`src/rtl/samp_pkg.sv`:
```
package samp_pkg;
   localparam int LFSR_W = 16;
   localparam int JIT_W  = 8;
   localparam logic [LFSR_W-1:0] LFSR_TAPS = 16'hB400;

   function automatic logic [LFSR_W-1:0] lfsr_next(input logic [LFSR_W-1:0] s);
      return s[0] ? ((s >> 1) ^ LFSR_TAPS) : (s >> 1);
   endfunction
endpackage

```
`src/rtl/samp_jitter.sv`:
```
module samp_jitter
   import samp_pkg::*;
#(
   parameter bit                HAS_JIT = 1'b1,
   parameter logic [LFSR_W-1:0] SEED    = 16'hACE1
) (
   input  logic             clk,
   input  logic             rst,
   input  logic             adv,
   input  logic             en,
   output logic [JIT_W-1:0] jit
);
   generate
      if (SEED == '0) begin : g_bad_seed
         $error("samp_jitter: SEED must be nonzero");
      end
      if (HAS_JIT) begin : g_lfsr
         logic [LFSR_W-1:0] st;
         always_ff @(posedge clk) begin
            if (rst)      st <= SEED;
            else if (adv) st <= lfsr_next(st);
         end
         assign jit = en ? st[JIT_W-1:0] : '0;

         // a maximal-length register never reaches the all-zero state
         assert_lfsr_live_R7: assert property (@(posedge clk) disable iff (rst)
            st != '0);
         // the state only moves on an expiry
         assert_lfsr_hold_R7: assert property (@(posedge clk) disable iff (rst)
            !adv |=> $stable(st));
      end else begin : g_none
         assign jit = '0;
      end
   endgenerate
endmodule

```
`src/rtl/samp_interval.sv`:
```
module samp_interval
   import samp_pkg::*;
#(
   parameter int IW      = 16,
   parameter int MIN_IVL = 64
) (
   input  logic             clk,
   input  logic             rst,
   input  logic             issue,
   input  logic [IW-1:0]    cfg_ivl,
   input  logic [JIT_W-1:0] jit,
   output logic             expire
);
   localparam logic [IW-1:0] MIN_V = IW'(MIN_IVL);
   localparam logic [IW-1:0] ONE   = IW'(1);

   generate
      if (IW <= JIT_W) begin : g_bad_width
         $error("samp_interval: IW must exceed the jitter width");
      end
      if (MIN_IVL < 1 || MIN_IVL >= (1 << IW)) begin : g_bad_min
         $error("samp_interval: MIN_IVL out of range");
      end
   endgenerate

   logic [IW-1:0] cnt;
   logic [IW-1:0] base;
   logic [IW-1:0] mixed;
   logic [IW-1:0] reload;

   always_comb begin
      base   = (cfg_ivl == '0) ? MIN_V : cfg_ivl;
      mixed  = base ^ {{(IW-JIT_W){1'b0}}, jit};
      reload = (mixed == '0) ? ONE : mixed;
   end

   assign expire = issue && (cnt == ONE);

   always_ff @(posedge clk) begin
      if (rst)         cnt <= base;
      else if (expire) cnt <= reload;
      else if (issue)  cnt <= cnt - ONE;
   end

   // the count never sits at zero
   assert_cnt_live_R2: assert property (@(posedge clk) disable iff (rst)
      cnt != '0);
   // idle cycles leave the count alone
   assert_cnt_idle_R2: assert property (@(posedge clk) disable iff (rst)
      !issue |=> $stable(cnt));
endmodule

```
`src/rtl/samp_inflight.sv`:
```
module samp_inflight (
   input  logic clk,
   input  logic rst,
   input  logic expire,
   input  logic op_done,
   output logic tag,
   output logic busy,
   output logic collide,
   output logic start
);
   logic busy_q;
   logic start_q;

   assign tag     = expire && !busy_q;
   assign collide = expire && busy_q;
   assign busy    = busy_q;
   assign start   = start_q;

   always_ff @(posedge clk) begin
      if (rst) begin
         busy_q  <= 1'b0;
         start_q <= 1'b0;
      end else begin
         start_q <= tag;
         if (tag)          busy_q <= 1'b1;
         else if (op_done) busy_q <= 1'b0;
      end
   end

   assert_start_follows_R4: assert property (@(posedge clk) disable iff (rst)
      tag |=> start);
   assert_busy_hold_R5: assert property (@(posedge clk) disable iff (rst)
      busy && !op_done |=> busy);
   assert_busy_release_R5: assert property (@(posedge clk) disable iff (rst)
      busy && op_done |=> !busy);
   assert_no_tag_busy_R6: assert property (@(posedge clk) disable iff (rst)
      busy |-> !tag);
endmodule

```
`src/rtl/samp_evcnt.sv`:
```
module samp_evcnt #(
   parameter int CW = 16
) (
   input  logic          clk,
   input  logic          rst,
   input  logic          inc,
   output logic [CW-1:0] count
);
   generate
      if (CW < 1) begin : g_bad_cw
         $error("samp_evcnt: CW must be positive");
      end
   endgenerate

   always_ff @(posedge clk) begin
      if (rst)      count <= '0;
      else if (inc) count <= count + CW'(1);
   end

   // one step per event, wrapping
   assert_step_R10: assert property (@(posedge clk) disable iff (rst)
      inc |=> count == $past(count) + CW'(1));
   assert_hold_R8: assert property (@(posedge clk) disable iff (rst)
      !inc |=> $stable(count));
endmodule

```
`src/rtl/samp_ctrl.sv`:
```
module samp_ctrl
   import samp_pkg::*;
#(
   parameter int                IW      = 16,
   parameter int                CW      = 16,
   parameter int                MIN_IVL = 64,
   parameter bit                HAS_JIT = 1'b1,
   parameter logic [LFSR_W-1:0] SEED    = 16'hACE1
) (
   input  logic          clk,
   input  logic          rst,
   input  logic          op_issue,
   input  logic          op_done,
   input  logic [IW-1:0] cfg_interval,
   input  logic          cfg_jitter_en,
   output logic [IW-1:0] min_interval,
   output logic          sample_tag,
   output logic          sample_start,
   output logic          sample_busy,
   output logic [CW-1:0] collision_count,
   output logic [CW-1:0] population_count
);
   logic             expire;
   logic             collide;
   logic [JIT_W-1:0] jit;

   assign min_interval = IW'(MIN_IVL);

   samp_jitter #(.HAS_JIT(HAS_JIT), .SEED(SEED)) u_jit (
      .clk(clk), .rst(rst), .adv(expire), .en(cfg_jitter_en), .jit(jit)
   );

   samp_interval #(.IW(IW), .MIN_IVL(MIN_IVL)) u_ivl (
      .clk(clk), .rst(rst), .issue(op_issue), .cfg_ivl(cfg_interval),
      .jit(jit), .expire(expire)
   );

   samp_inflight u_fly (
      .clk(clk), .rst(rst), .expire(expire), .op_done(op_done),
      .tag(sample_tag), .busy(sample_busy), .collide(collide),
      .start(sample_start)
   );

   samp_evcnt #(.CW(CW)) u_coll (
      .clk(clk), .rst(rst), .inc(collide), .count(collision_count)
   );

   samp_evcnt #(.CW(CW)) u_pop (
      .clk(clk), .rst(rst), .inc(op_issue), .count(population_count)
   );

   // an expiry met by a busy flag lands in the collision count
   assert_collision_counted_R6: assert property (@(posedge clk) disable iff (rst)
      expire && sample_busy |=> collision_count == $past(collision_count) + CW'(1));
   // a tag only ever accompanies an issued operation
   assert_tag_on_issue_R2: assert property (@(posedge clk) disable iff (rst)
      sample_tag |-> op_issue);
   // every issue advances the population
   assert_pop_counted_R8: assert property (@(posedge clk) disable iff (rst)
      op_issue |=> population_count == $past(population_count) + CW'(1));
endmodule

```
`config.mk`:
```
export PLATFORM = sky130hd
export DESIGN_NAME = samp_ctrl
export DESIGN_NICKNAME = d
export VERILOG_FILES = /design/src/rtl/samp_pkg.sv /design/src/rtl/samp_jitter.sv /design/src/rtl/samp_interval.sv /design/src/rtl/samp_inflight.sv /design/src/rtl/samp_evcnt.sv /design/src/rtl/samp_ctrl.sv
export SDC_FILE = /design/constraint.sdc
export NUM_CORES = 1
export LEC_CHECK = 0
export BUFFER_PORTS_ARGS = -buffer_cell sky130_fd_sc_hd__buf_2
export CAP_MARGIN = 10
export CORE_MARGIN = 2
export CORE_UTILIZATION = 40
export DETAILED_ROUTE_END_ITERATION = 16
export GPL_ROUTABILITY_DRIVEN = 0
export SLEW_MARGIN = 40
export SYNTH_ARGS = -nofsm -noshare
export SYNTH_HDL_FRONTEND = slang
export SYNTH_HIERARCHICAL = 1
export SYNTH_SLANG_ARGS = --single-unit
```
`constraint.sdc`:
```
create_clock -name clk -period 6.2 [get_ports clk]
set_clock_uncertainty 0.2 [all_clocks]
set_input_delay 1.24 -clock clk [delete_from_list [all_inputs] [get_ports clk]]
set_output_delay 1.24 -clock clk [all_outputs]
set_load 0.1 [all_outputs]
```
==> out/metrics.cfg, run 1 <==
[setup_path]
crit_chain = nor4_4 > nand2_4 > nor4_2 > buf_4 > nor2b_2 > buf_2
critPathBufInv = 2
slowest_delay_ps = 540
critPathMaxFanout = 27
cp_top_family = simple AND/OR/NAND/NOR gates
endpoint_kind = output port
critical_path_class = reg2out
critPathRequiredTime_ps = 4760
cp-start-kind = register
cp_slowest_cell = nor4_4
cp.arrival_ps = 2830

[timing]
fin_setup_tns_ps = 0
slew_violations = 0
report.final.setup_viol = 0
fmax_ghz = 0.234
period_needed_ps = 4270
hold_viol_final = 0
fin_crit_sh = 0.689
rsz0062_at_grt = no
maxSlewHeadroom = 0.508
tightest_slew_ps = 737

[global_routing]
grt_pass1_vias = 2964
grt_max_degree = 56
grt-ovfl-total = 0
grt_pass1_wl_microns = 13600
antenna_found_initial = 1
grt_usage = 0.164

[pwr]
p_per_area_mw_per_mm2 = 221
ir_worst_vdd_uv = 111
p_leak_nw = 1.69

[logic_synthesis]
synth-edff-count = 16
yosys_warnings = 6
ys.flop_type = dfxtp_1
syn_avg_cell_area_sq_um = 9.12
seq_area_frac_synth = 0.384
ys_async_sr_fraction = 0
ys_ff_latch = 66
synth_cell_types = 58
synth_cells = 423
syn_area_sq_mm = 0.00386

[floorplan]
dieWidth_microns = 102
die_h_microns = 102
initial_core_util = 0.415
dieArea_sq_mm = 0.0104
ios = 72
std_cell_rows = 35
core_sq_mm = 0.00928

[min_path]
hp-class = reg2reg

[detailed_routing]
ant_nets = 0
wl_microns = 8180
wl_per_cell_microns = 13.5
drt-initial-drc-count = 106
num_vias = 3077
vias_per_cell = 5.08
first_pass_iters = 4
drc = 0

[clock_tree]
insertion_delay_ps = 350
cts_buffers = 9
clock_sinks = 66
clk_pin_slew_worst_paths_ps = 70
clockBufferDepth = 2
postCtsSetupBuffers = 0
cts_resized = 0
hold_buffers = 0
htree_num_levels = 3
cts_tree = done
root_buffer = clkbuf_8

[placed_design]
port_buffers = 55
place_area_sq_mm = 0.00415
dpl.hpwl_microns = 5830

[final_layout]
n_fill_cell = 968
multiInputGateArea_sq_mm = 0.00216
drive_above_1_share = 0.222
fin_area_sq_mm = 0.00434
area_growth_pct = 12.5
seqCellArea_sq_mm = 0.00148
antenna_cells = 0
nNetsFinal = 497

[flow_run]
maxCapViolCount = 0

[outcome]
outcome = finished, final reports clean

[metrics by stage]
step	setup slack [ps]	hold slack (ps)	util	total power [mW]	std cells
4_1_cts	1910	277	0.467	0.971	606
2_1_floorplan	1870	238	-	0.601	437
3_5_place_dp	1980	259	0.447	0.622	590
3_3_place_gp	2010	248	0.447	0.620	590
5_1_grt	1790	290	0.467	1.00	606
6_report	1930	274	0.467	0.959	606
[path summary, 6_finish.rpt]
path | start | end | slack (ps) | depth (start not counted)
max | u_ivl/cnt[6] | sample_tag | 1930 | 6
min | u_jit/g_lfsr.st[12] | u_jit/g_lfsr.st[11] | 270 | 1
max reg2reg | u_ivl/cnt[6] | u_coll/count[13] | 2680 | 9
min reg2reg | u_jit/g_lfsr.st[12] | u_jit/g_lfsr.st[11] | 270 | 1
[flip-flops by register name (all words and copies together) (netlist names)]
name             cells
u_jit/g_lfsr.st     16
u_coll/count        16
u_fly/start          1
u_ivl/cnt           16
u_pop/count         16
u_fly/busy           1
[metal layers]
metal / share of wire / routed length, microns / track usage / vias up
met5: 0.0013 / 11 / 0 / -
met4: 0.015 / 123 / 0.0738 / 2
met3: 0.059 / 483 / 0.0383 / 20
met2: 0.45 / 3700 / 0.264 / 80
met1: 0.47 / 3860 / 0.210 / 1410
li1: - / - / - / 1565
[cells in the final DEF (no fill, tap or decap), types with 5 or more instances in the layout]
master	n
edfxtp_1	16
nand3_1	11
and2b_2	5
nor2b_1	5
xnor2_1	25
o21ai_0	16
xor2_1	16
and2_1	10
nor2_1	50
inv_1	16
nand4_1	6
buf_2	55
a22oi_1	7
nand2_1	22
mux2i_1	9
or4_1	5
dfxtp_1	50
nand2b_1	13
clkbuf_8	9
nor4_1	12
conb_1	16
a21oi_1	11
nor3_1	13
and3_1	5
a211o_1	7
[kinds of logic (layout without fill, tap and decap cells)]
family,after synthesis,after routing,share of synthesized area
xor+xnor,41,41,0.0931
mux,13,13,0.0350
fa+ha+maj,4,4,0.0130
other cells,2,16,0.00195
compound gates,64,64,0.116
flops,66,66,0.384
simple gates,184,184,0.286
buf+inv,49,89,0.0714
[synth_stat cells, types with 6 or more instances]
master	instances	area share
dfxtp_1	50	0.26
nor2_1	50	0.049
xnor2_1	25	0.057
nand2_1	22	0.021
buf_4	16	0.031
edfxtp_1	16	0.12
inv_1	16	0.016
o21ai_0	16	0.021
xor2_1	16	0.036
nand2b_1	13	0.021
nor3_1	13	0.017
nor4_1	13	0.021
a21oi_1	11	0.014
nand3_1	11	0.014
and2_1	10	0.016
clkbuf_1	9	0.0088
mux2i_1	9	0.023
a211o_1	7	0.016
a22oi_1	7	0.014
nand4_1	6	0.0097
[power breakdown]
| part | internal [mW] | total, mW | leakage, nW | switching, mW |
|---|---|---|---|---|
| clock network | 0.169 | 0.346 | 0.0979 | 0.177 |
| registers | 0.457 | 0.477 | 0.569 | 0.0195 |
| logic | 0.0366 | 0.136 | 1.03 | 0.0997 |
[layout make-up]
type / instances / share of cell area
Clock buffer: 10 / 0.0343
Sequential cell: 66 / 0.342
Inverter: 16 / 0.0138
Multi-Input combinational cell: 322 / 0.498
Clock inverter: 6 / 0.00865
Timing Repair Buffer: 57 / 0.0669
Tap cell: 129 / 0.0372
(Power assumes the default switching activity.)
==> run 2, diff against run 1 <==
- ABC_AREA: not set -> 1
- clock period: 6.2 -> 4.08 ns (I/O delays scaled with it)
==> run 2 against run 1 <==
Compared with the run above: routed wire length is 15% higher; first-iteration DRC count is 13% higher; via count is 20% higher; die area is 4.7% higher; worst setup slack worse by 940 ps; power is 61% higher; critical path type unchanged.
==> out/metrics.cfg, run 2 <==
[logic_synthesis]
synth_cells = 573
yosysTopAreaCell = dfxtp_1
ys_async_sr_fraction = 0
syn_avg_cell_area_sq_um = 7.06
yosysMostFrequentCell = nand2_1
ys_ff_latch = 66
synth_area_leaders = dfxtp_1, edfxtp_1, nand2_1
syn_area_sq_mm = 0.00404
yosys_warnings = 6
synth_commonest_cells = nand2_1, nor2_1, inv_1
synth-edff-count = 16
ys.flop_type = dfxtp_1
synth_cell_types = 39
seq_area_frac_synth = 0.366
synth.top_cell.area_share = 0.248

[setup_path]
r2r-start = u_ivl/cnt[1]
r2r-end = u_coll/count[13]
critPathMaxFanout = 2
reg2regPathDepth = 14
rrSetupSlack_ps = 1420
endpoint_kind = output port
critical_path_class = reg2out
cp.arrival_ps = 2080
cp-start-kind = register
critPathRequiredTime_ps = 3060

[final_layout]
area_growth_pct = 12.8
final_core_utilization = 0.467
antenna_cells = 0
fin_area_sq_mm = 0.00456
layout_common_cells = nand2_1, nor2_1, inv_1
layout_commonest_cell = nand2_1
drive_above_1_share = 0.188
nNetsFinal = 652

[placed_design]
port_buffers = 55
dpl.hpwl_microns = 6970
place_area_sq_mm = 0.00435
dp_slack_ps = 962

[floorplan]
die_h_microns = 105
initial_core_util = 0.414
ios = 72
dieWidth_microns = 105
core_sq_mm = 0.00977
dieArea_sq_mm = 0.0109
std_cell_rows = 36

[pwr]
p_leak_nw = 2.06
ir_worst_vdd_uv = 200
p_per_area_mw_per_mm2 = 338

[min_path]
min-delay-start = u_jit/g_lfsr.st[15]
min_path_cells = 2
hp-class = reg2reg
holdPathEnd = u_jit/g_lfsr.st[15]

[clock_tree]
cts_resized = 0
clock_sinks = 66
clockBufferDepth = 2
htree_num_levels = 3
cts_buffers = 9
insertion_delay_ps = 340
postCtsSetupBuffers = 0
root_buffer = clkbuf_8
clk_pin_slew_worst_paths_ps = 80
hold_buffers = 0
cts_tree = done

[timing]
postLayoutSetupSlackWorst_ps = 986
tightest_slew_ps = 707
rsz0062_at_grt = no
maxSlewHeadroom = 0.527
hold_viol_final = 0
fin_setup_tns_ps = 0
slew_violations = 0
report.final.setup_viol = 0
fin_crit_sh = 0.758
fmax_ghz = 0.323
period_needed_ps = 3090

[detailed_routing]
drc = 0
first_pass_iters = 5
wl_per_cell_microns = 12.3
vias_per_cell = 4.81
ant_nets = 0
wl_microns = 9370
num_vias = 3683
drt-initial-drc-count = 120

[global_routing]
grt_pass1_vias = 3469
antenna_found_initial = 0
grt-ovfl-total = 0
grt_max_degree = 28
grt_pass1_wl_microns = 16000
grt_usage = 0.178

[flow_run]
maxCapViolCount = 0

[outcome]
outcome = finished, final reports clean

[run 2: changes by cell type in the layout (fill, tap and decap cells not counted), sizes merged, moves of 10 or more]
cell	change
a21oi	+22
and2	-10
inv	+57
nand2	+113
nand2b	-13
nand3	+24
nor2	+62
nor4	-16
xnor2	-16
[run 2: how the worst max path moves through the flow]
stage                             from          to  slack, ps  cells after the start
after detailed placement      op_issue  sample_tag        960                      6
after global placement        op_issue  sample_tag        980                      6
after floorplan               op_issue  sample_tag        370                      4
after global routing      u_ivl/cnt[1]  sample_tag        870                      7
after CTS                 u_ivl/cnt[1]  sample_tag        920                      7
final                     u_ivl/cnt[1]  sample_tag        990                      7
[run 2: stage by stage]
| step | hold slack (ps) | power [mW] | instances |
|---|---|---|---|
| 6_report | 272 | 1.54 | 765 |
| 5_1_grt | 314 | 1.61 | 765 |
| 4_1_cts | 278 | 1.56 | 765 |
| 3_5_place_dp | 251 | 0.942 | 749 |
| 3_3_place_gp | 248 | 0.940 | 749 |
| 2_1_floorplan | 234 | 0.909 | 587 |
[run 2: cells by family after synthesis]
group,synth area share
AND/OR/NAND/NOR,0.356
buffers and inverters,0.124
AO/OA/AOI/OAI,0.0987
flip-flops,0.366
XOR/XNOR,0.0412
adder cells (fa/ha/maj),0.0124
other,0.00186
[run 2: area by class of cell]
class | count | area [sq um]
clock buffer | 10 | 128
clock inverter | 6 | 88.8
fill | 1035 | 5210
inverter | 73 | 282
multi-input combinational | 419 | 2120
sequential | 66 | 1480
tap | 133 | 166
timing repair buffer | 58 | 298
[run 2: per-layer routing]
metal  vias to the layer above  wire (microns)  track usage
met5                         -               0            0
met4                         0             107       0.0589
met3                        17             495       0.0499
met2                        98            4300        0.289
met1                      1668            4470        0.229
li1                       1900               -            -
[run 2: where the power goes]
part,switching (mW),leakage [nW],internal (mW)
Sequential,0.0226,0.563,0.693
Clock,0.268,0.111,0.347
Combinational,0.161,1.38,0.0508
Total,0.452,2.06,1.09
[run 2: worst max-delay path: stages (launching register included)]
cell	delay (ps)
edfxtp_1	420
inv_1	100
ha_1	190
nand4_1	130
nor3_2	260
inv_1	60
nor2_1	130
buf_2	450
